$ cat config.mk
export PLATFORM = sky130hd
export DESIGN_NAME = synth_serial_loader
export DESIGN_NICKNAME = d
export VERILOG_FILES = /design/src/rtl/synth_prog_pkg.sv /design/src/rtl/sprog_tick_gen.sv /design/src/rtl/sprog_shifter.sv /design/src/rtl/synth_serial_loader.sv
export SDC_FILE = /design/constraint.sdc
export NUM_CORES = 1
export LEC_CHECK = 0
export ABC_AREA = 1
export BUFFER_PORTS_ARGS = -buffer_cell sky130_fd_sc_hd__buf_2
export CORE_UTILIZATION = 55
export DETAILED_ROUTE_END_ITERATION = 10
export PLACE_DENSITY_LB_ADDON = 0.12
export RECOVER_POWER = 100
export SLEW_MARGIN = 10
export SYNTH_ARGS = -nofsm -noshare
export SYNTH_HDL_FRONTEND = slang
export SYNTH_HIERARCHICAL = 1
export SYNTH_SLANG_ARGS = --single-unit
$ cat constraint.sdc
create_clock -name clk -period 2.48 [get_ports clk]
set_input_delay 0.372 -clock clk [delete_from_list [all_inputs] [get_ports clk]]
set_output_delay 0.372 -clock clk [all_outputs]
set_load 0.03 [all_outputs]
$ cat src/rtl/synth_prog_pkg.sv
package synth_prog_pkg;
  localparam int M_W     = 9;
  localparam int N_W     = 2;
  localparam int T_W     = 2;
  localparam int FRAME_W = T_W + 1 + N_W + M_W;

  typedef enum logic [1:0] {
    ST_IDLE   = 2'd0,
    ST_SHIFT  = 2'd1,
    ST_STROBE = 2'd2,
    ST_DONE   = 2'd3
  } prog_state_t;

  // Frame word, MSB is sent first: test, null bit, divider, multiplier.
  function automatic logic [FRAME_W-1:0] pack_frame(
    input logic [T_W-1:0] t,
    input logic [N_W-1:0] n,
    input logic [M_W-1:0] m
  );
    return {t, 1'b0, n, m};
  endfunction
endpackage

$ cat src/rtl/sprog_tick_gen.sv
module sprog_tick_gen #(
  parameter int HALF_DIV = 4
) (
  input  logic clk,
  input  logic rst_n,
  input  logic en_i,
  output logic tick_o
);
  localparam int CW = $clog2(HALF_DIV + 1);
  localparam logic [CW-1:0] TOP = CW'(HALF_DIV - 1);

  logic [CW-1:0] cnt_q;

  assign tick_o = en_i && (cnt_q == TOP);

  always_ff @(posedge clk or negedge rst_n) begin
    if (!rst_n)      cnt_q <= '0;
    else if (!en_i)  cnt_q <= '0;
    else if (tick_o) cnt_q <= '0;
    else             cnt_q <= cnt_q + 1'b1;
  end
endmodule

$ cat src/rtl/sprog_shifter.sv
module sprog_shifter #(
  parameter int W = 14
) (
  input  logic         clk,
  input  logic         rst_n,
  input  logic         load_i,
  input  logic         shift_i,
  input  logic [W-1:0] data_i,
  output logic         msb_o
);
  logic [W-1:0] sreg_q;

  assign msb_o = sreg_q[W-1];

  always_ff @(posedge clk or negedge rst_n) begin
    if (!rst_n)       sreg_q <= '0;
    else if (load_i)  sreg_q <= data_i;
    else if (shift_i) sreg_q <= {sreg_q[W-2:0], 1'b0};
  end
endmodule

$ cat src/rtl/synth_serial_loader.sv
module synth_serial_loader
  import synth_prog_pkg::*;
#(
  parameter int HALF_DIV = 4
) (
  input  logic           clk,
  input  logic           rst_n,
  input  logic           req_i,
  input  logic [M_W-1:0] mult_i,
  input  logic [N_W-1:0] div_i,
  input  logic [T_W-1:0] test_i,
  output logic           sclk_o,
  output logic           sdata_o,
  output logic           strobe_o,
  output logic           pload_o,
  output logic           busy_o,
  output logic           done_o
);
  localparam int BCW = $clog2(FRAME_W);
  localparam logic [BCW-1:0] LAST_BIT = BCW'(FRAME_W - 1);

  prog_state_t   state_q;
  logic          sclk_q, strobe_q, done_q, strobe_half_q;
  logic [BCW-1:0] bit_cnt_q;

  // Named internal events
  logic tick, accept, rise_evt, fall_evt, last_bit, frame_end;

  assign accept    = req_i && (state_q == ST_IDLE);
  assign rise_evt  = (state_q == ST_SHIFT) && tick && !sclk_q;
  assign fall_evt  = (state_q == ST_SHIFT) && tick && sclk_q;
  assign last_bit  = (bit_cnt_q == LAST_BIT);
  assign frame_end = fall_evt && last_bit;

  sprog_tick_gen #(.HALF_DIV(HALF_DIV)) tick_i (
    .clk   (clk),
    .rst_n (rst_n),
    .en_i  ((state_q == ST_SHIFT) || (state_q == ST_STROBE)),
    .tick_o(tick)
  );

  sprog_shifter #(.W(FRAME_W)) shift_i (
    .clk    (clk),
    .rst_n  (rst_n),
    .load_i (accept),
    .shift_i(fall_evt && !last_bit),
    .data_i (pack_frame(test_i, div_i, mult_i)),
    .msb_o  (sdata_o)
  );

  always_ff @(posedge clk or negedge rst_n) begin
    if (!rst_n) begin
      state_q       <= ST_IDLE;
      sclk_q        <= 1'b0;
      strobe_q      <= 1'b0;
      done_q        <= 1'b0;
      strobe_half_q <= 1'b0;
      bit_cnt_q     <= '0;
    end else begin
      done_q <= 1'b0;
      unique case (state_q)
        ST_IDLE: if (accept) begin
          state_q   <= ST_SHIFT;
          bit_cnt_q <= '0;
          sclk_q    <= 1'b0;
        end
        ST_SHIFT: begin
          if (rise_evt) sclk_q <= 1'b1;
          if (fall_evt) begin
            sclk_q <= 1'b0;
            if (last_bit) begin
              state_q       <= ST_STROBE;
              strobe_q      <= 1'b1;
              strobe_half_q <= 1'b0;
            end else begin
              bit_cnt_q <= bit_cnt_q + 1'b1;
            end
          end
        end
        ST_STROBE: if (tick) begin
          if (strobe_half_q) begin
            strobe_q <= 1'b0;
            state_q  <= ST_DONE;
          end else begin
            strobe_half_q <= 1'b1;
          end
        end
        ST_DONE: begin
          done_q  <= 1'b1;
          state_q <= ST_IDLE;
        end
        default: state_q <= ST_IDLE;
      endcase
    end
  end

  assign sclk_o   = sclk_q;
  assign strobe_o = strobe_q;
  assign done_o   = done_q;
  assign busy_o   = (state_q != ST_IDLE);
  assign pload_o  = 1'b0;

  AST_SCLK_GATED: assert property (@(posedge clk) disable iff (!rst_n)
    !busy_o |-> !sclk_q);
  AST_DATA_HOLD_AT_RISE: assert property (@(posedge clk) disable iff (!rst_n)
    $rose(sclk_q) |-> $stable(sdata_o));
  AST_STROBE_SCLK_EXCL: assert property (@(posedge clk) disable iff (!rst_n)
    strobe_q |-> !sclk_q);
  AST_DONE_AFTER_STROBE: assert property (@(posedge clk) disable iff (!rst_n)
    $fell(strobe_q) |=> (done_q && !busy_o));
  AST_NO_RESTART: assert property (@(posedge clk) disable iff (!rst_n)
    (state_q == ST_SHIFT) |=> (bit_cnt_q >= $past(bit_cnt_q)));
  AST_FRAME_END_ONCE: assert property (@(posedge clk) disable iff (!rst_n)
    frame_end |=> (strobe_q && (state_q == ST_STROBE)));
endmodule

==> impl_results.rst <==
.. list-table::
   :header-rows: 1

   * - Metric
     - Value
   * - Port Buffers
     - 20
   * - Initial DRT Pass Iterations
     - 7
   * - Wire length of the first global-routing pass
     - 4.28 mm
   * - TritonCTS clock tree
     - yes
   * - Comb pwr share
     - 0.453
   * - Highest-delay cell along the critical path
     - dfrtp_1
   * - Final global-route overflow total
     - 0
   * - Internal power component
     - about 900 µW
   * - Arrival time of the worst setup path
     - approximately 2400 ps
   * - Net Switching
     - 754 µW
   * - Sw Ratio
     - 0.451
   * - Final setup violating endpoints
     - 0
   * - Startpoint of the most critical hold path
     - mult_i[8]
   * - Min-Delay Path Class
     - primary input to register
   * - Number of slew-limit violations in the final report
     - 0
   * - Total vias in the final route
     - 1159
   * - Synth warnings
     - 6
   * - Layout area overhead
     - 6.89%
   * - Count of buffers added by post-CTS timing repair for setup
     - 0
   * - Hpwl dp
     - between 2 and 2.5 mm
   * - Initial core utilization
     - 0.579
   * - Antenna Cells
     - 0
   * - Std-Cell Core Area
     - 2480 µm²
   * - Hold-critical path endpoint
     - shift_i/sreg_q[8]
   * - Reported max-cap violation count
     - 0
   * - Commonest non-fill, non-tap cell in the layout
     - nand2_1
   * - Total non-filler cell area in the finished layout
     - roughly 1500 µm²
   * - Fin Clk Skew
     - 9.59 ps
   * - Per-cell via count in the routed design
     - ~5.2
   * - Gr usage total
     - 0.212
   * - Largest net degree at the start of global routing
     - 28
   * - Number of hold buffers added after CTS
     - 0
   * - Overall die width
     - about 53 µm
   * - Cell taking the most area after synthesis
     - dfrtp_1
   * - Total Die Area
     - ~2800 µm²
   * - Origin of the critical flop-to-flop path
     - state_q[0]
   * - Vias in the first global route
     - 999
   * - Slowest Stage Delay on Critical Path
     - 430 ps
   * - Setup total negative slack
     - 0 ps
   * - Most frequent cells in the layout
     - nand2_1 (54), nand3_1 (33), dfrtp_1 (27)
   * - Row Count
     - 18
   * - Average cell area after synthesis
     - roughly 8.3 µm²
   * - Final routed wirelength across all metal layers
     - between 2 and 3 mm
   * - Global placement routability congestion
     - approximately 0.78
   * - End of the worst register-to-register path
     - shift_i/sreg_q[3]
   * - Number of buffers inserted during clock tree synthesis
     - 3
   * - Height of the chip
     - between 50 and 60 µm
   * - Post-DR wirelength/cell
     - approximately 12 µm
   * - Root buffer cell
     - clkbuf_4
   * - Cell Area, Synth
     - around 1400 µm²
   * - Register clock-pin slew on the reported worst setup and hold paths
     - 150 ps
   * - Worst relative slew slack
     - 0.0533
   * - Cells along the critical path
     - inv_1 > ha_1 > inv_1 > nor2_1 > inv_1 > nor4_2 > clkbuf_2 > nor2_4 > nand2_1 > nand3_1
   * - WS Path Type
     - register to register
   * - Fin crit share
     - 0.862
   * - Biggest fanout along the worst timing path
     - 14
   * - Top-area cell type share of the netlist area
     - 0.471
   * - Depth of the worst hold-timing path
     - 3
   * - Power share of the clock group
     - 0.113
   * - Synth top area cells
     - dfrtp_1 (47%), nand2_1 (14%), nand3_1 (11%)
   * - Post-Place Cell Area
     - about 1500 µm²
   * - Clock net sink count
     - 27
   * - Register area share after synthesis
     - 0.471
   * - Maximum level of the CTS H-tree
     - 1
   * - Worst endpoint required time
     - roughly 2700 ps
   * - Part of the power in registers
     - 0.434
   * - Cell Pwr Density
     - 1090 nW/µm²
   * - Post-synth cell types
     - 22
   * - Count of routing violations after the opening detailed-route iteration
     - 29
   * - Synth Register Bits
     - 27
   * - Slack of the worst reg-to-reg path
     - around 340 ps
   * - Count of instances resized after the clock tree is built
     - 0
   * - Final-report hold violation count
     - 0
   * - Outcome
     - completed
   * - Maximum vdd ir drop
     - 0.731 mV
   * - Final #Nets
     - 218
   * - Leak Pwr
     - between 0.7 and 0.8 nW
   * - Number of cells traversed by the worst register-to-register path
     - 10
   * - DRT antenna net count
     - 0
   * - Max Fclk
     - around 470 MHz
   * - Count of mapped cells out of synthesis
     - 173
   * - CP startpoint kind
     - register
   * - Transition at the pin with the smallest max-transition slack
     - 1420 ps
   * - Kind of capture point of the worst setup path
     - register
   * - I/O pin count
     - 22
   * - Deepest clock path buffer count
     - 2
   * - RSZ-0062 raised after global routing
     - no
   * - Clock Latency Late Sink
     - 320 ps
   * - Minimum clock period after layout
     - roughly 2100 ps
   * - Most frequent cell on the critical path
     - inv_1
   * - Post-detailed-route DRC marker count
     - 0
   * - Fraction of final layout cells sized beyond drive strength 1
     - 0.144
   * - Initial antenna violation count
     - 0
critical path: cells and delay by family (launching register included):
kind	cells	cell delay, ps
and+or+nand+nor	5	700
buffers and inverters	4	540
DFF	1	430
adders and majority gates	1	360
Yosys cell counts:
cell type	number
a21oi_4	1
buf_2	1
buf_4	3
buf_6	2
conb_1	1
dfrtp_1	27
ha_1	7
inv_1	16
inv_2	3
nand2_1	54
nand3_1	32
nand3_4	1
nand4_1	4
nor2_1	5
nor2_2	1
nor2_4	2
nor4_1	1
o21ai_0	2
o21ai_1	6
o21ai_2	1
or2_2	2
xor2_1	1
registers in the layout, summed over array words and instances (netlist names):
signal	count
done_o	1
sclk_o	1
shift_i/sreg_q	14
state_q	2
strobe_half_q	1
bit_cnt_q	4
tick_i/cnt_q	3
strobe_o	1
power by group through the flow:
stage | Clock, mW | Combinational [mW] | Sequential (mW)
floorplan | 0 | 0.612 | 0.766
CTS | 0.192 | 0.828 | 0.728
global placement | 0 | 0.789 | 0.729
detailed placement | 0 | 0.825 | 0.739
global route | 0.205 | 0.869 | 0.747
finish | 0.189 | 0.757 | 0.726
logic make-up after synthesis:
family / Yosys count / share of synthesized area
adder cells (fa/ha/maj): 7 / 0.0611
flip-flops: 27 / 0.471
other: 1 / 0.00262
XOR/XNOR: 1 / 0.00611
AND/OR/NAND/NOR: 102 / 0.329
AO/OA/AOI/OAI: 10 / 0.0454
buffers and inverters: 25 / 0.0846
layer usage:
metal	routed length [µm]	share of wire	up-vias	track usage
li1	-	-	595	-
met4	13	0.0049	0	0.0789
met5	0	0	-	0
met1	1210	0.46	540	0.262
met2	1340	0.50	22	0.373
met3	92	0.035	2	0.0259
stage by stage:
stage                     setup WS (ps)   util  cells  power (mW)  hold WS [ps]
after floorplan                     185      -    174        1.38          76.4
after global placement              483  0.624    220        1.52           410
after detailed placement            358  0.624    220        1.56           410
after CTS                           336  0.635    224        1.75          44.6
after global routing                135  0.619    224        1.82           249
final                               342  0.619    224        1.67           255
worst max-delay path by stage:
stage	endpoint	from	slack, ps	cells past startpoint
after global placement	shift_i/sreg_q[4]	state_q[0]	480	10
after detailed placement	shift_i/sreg_q[3]	state_q[0]	360	10
after CTS	shift_i/sreg_q[3]	state_q[0]	340	10
after global routing	shift_i/sreg_q[1]	state_q[0]	130	10
final	shift_i/sreg_q[3]	state_q[0]	340	10
after floorplan	shift_i/sreg_q[10]	state_q[0]	180	9
final cells by class:
| type | count | area [µm²] |
|---|---|---|
| well taps | 30 | 37.5 |
| repair buffers | 22 | 105 |
| flip-flops and latches | 27 | 676 |
| inverters | 19 | 71.3 |
| multi-input cells | 122 | 616 |
| clock buffers | 3 | 22.5 |
| clock inverters | 1 | 5.00 |
| fillers | 218 | 945 |
(Power assumes the default switching activity.)
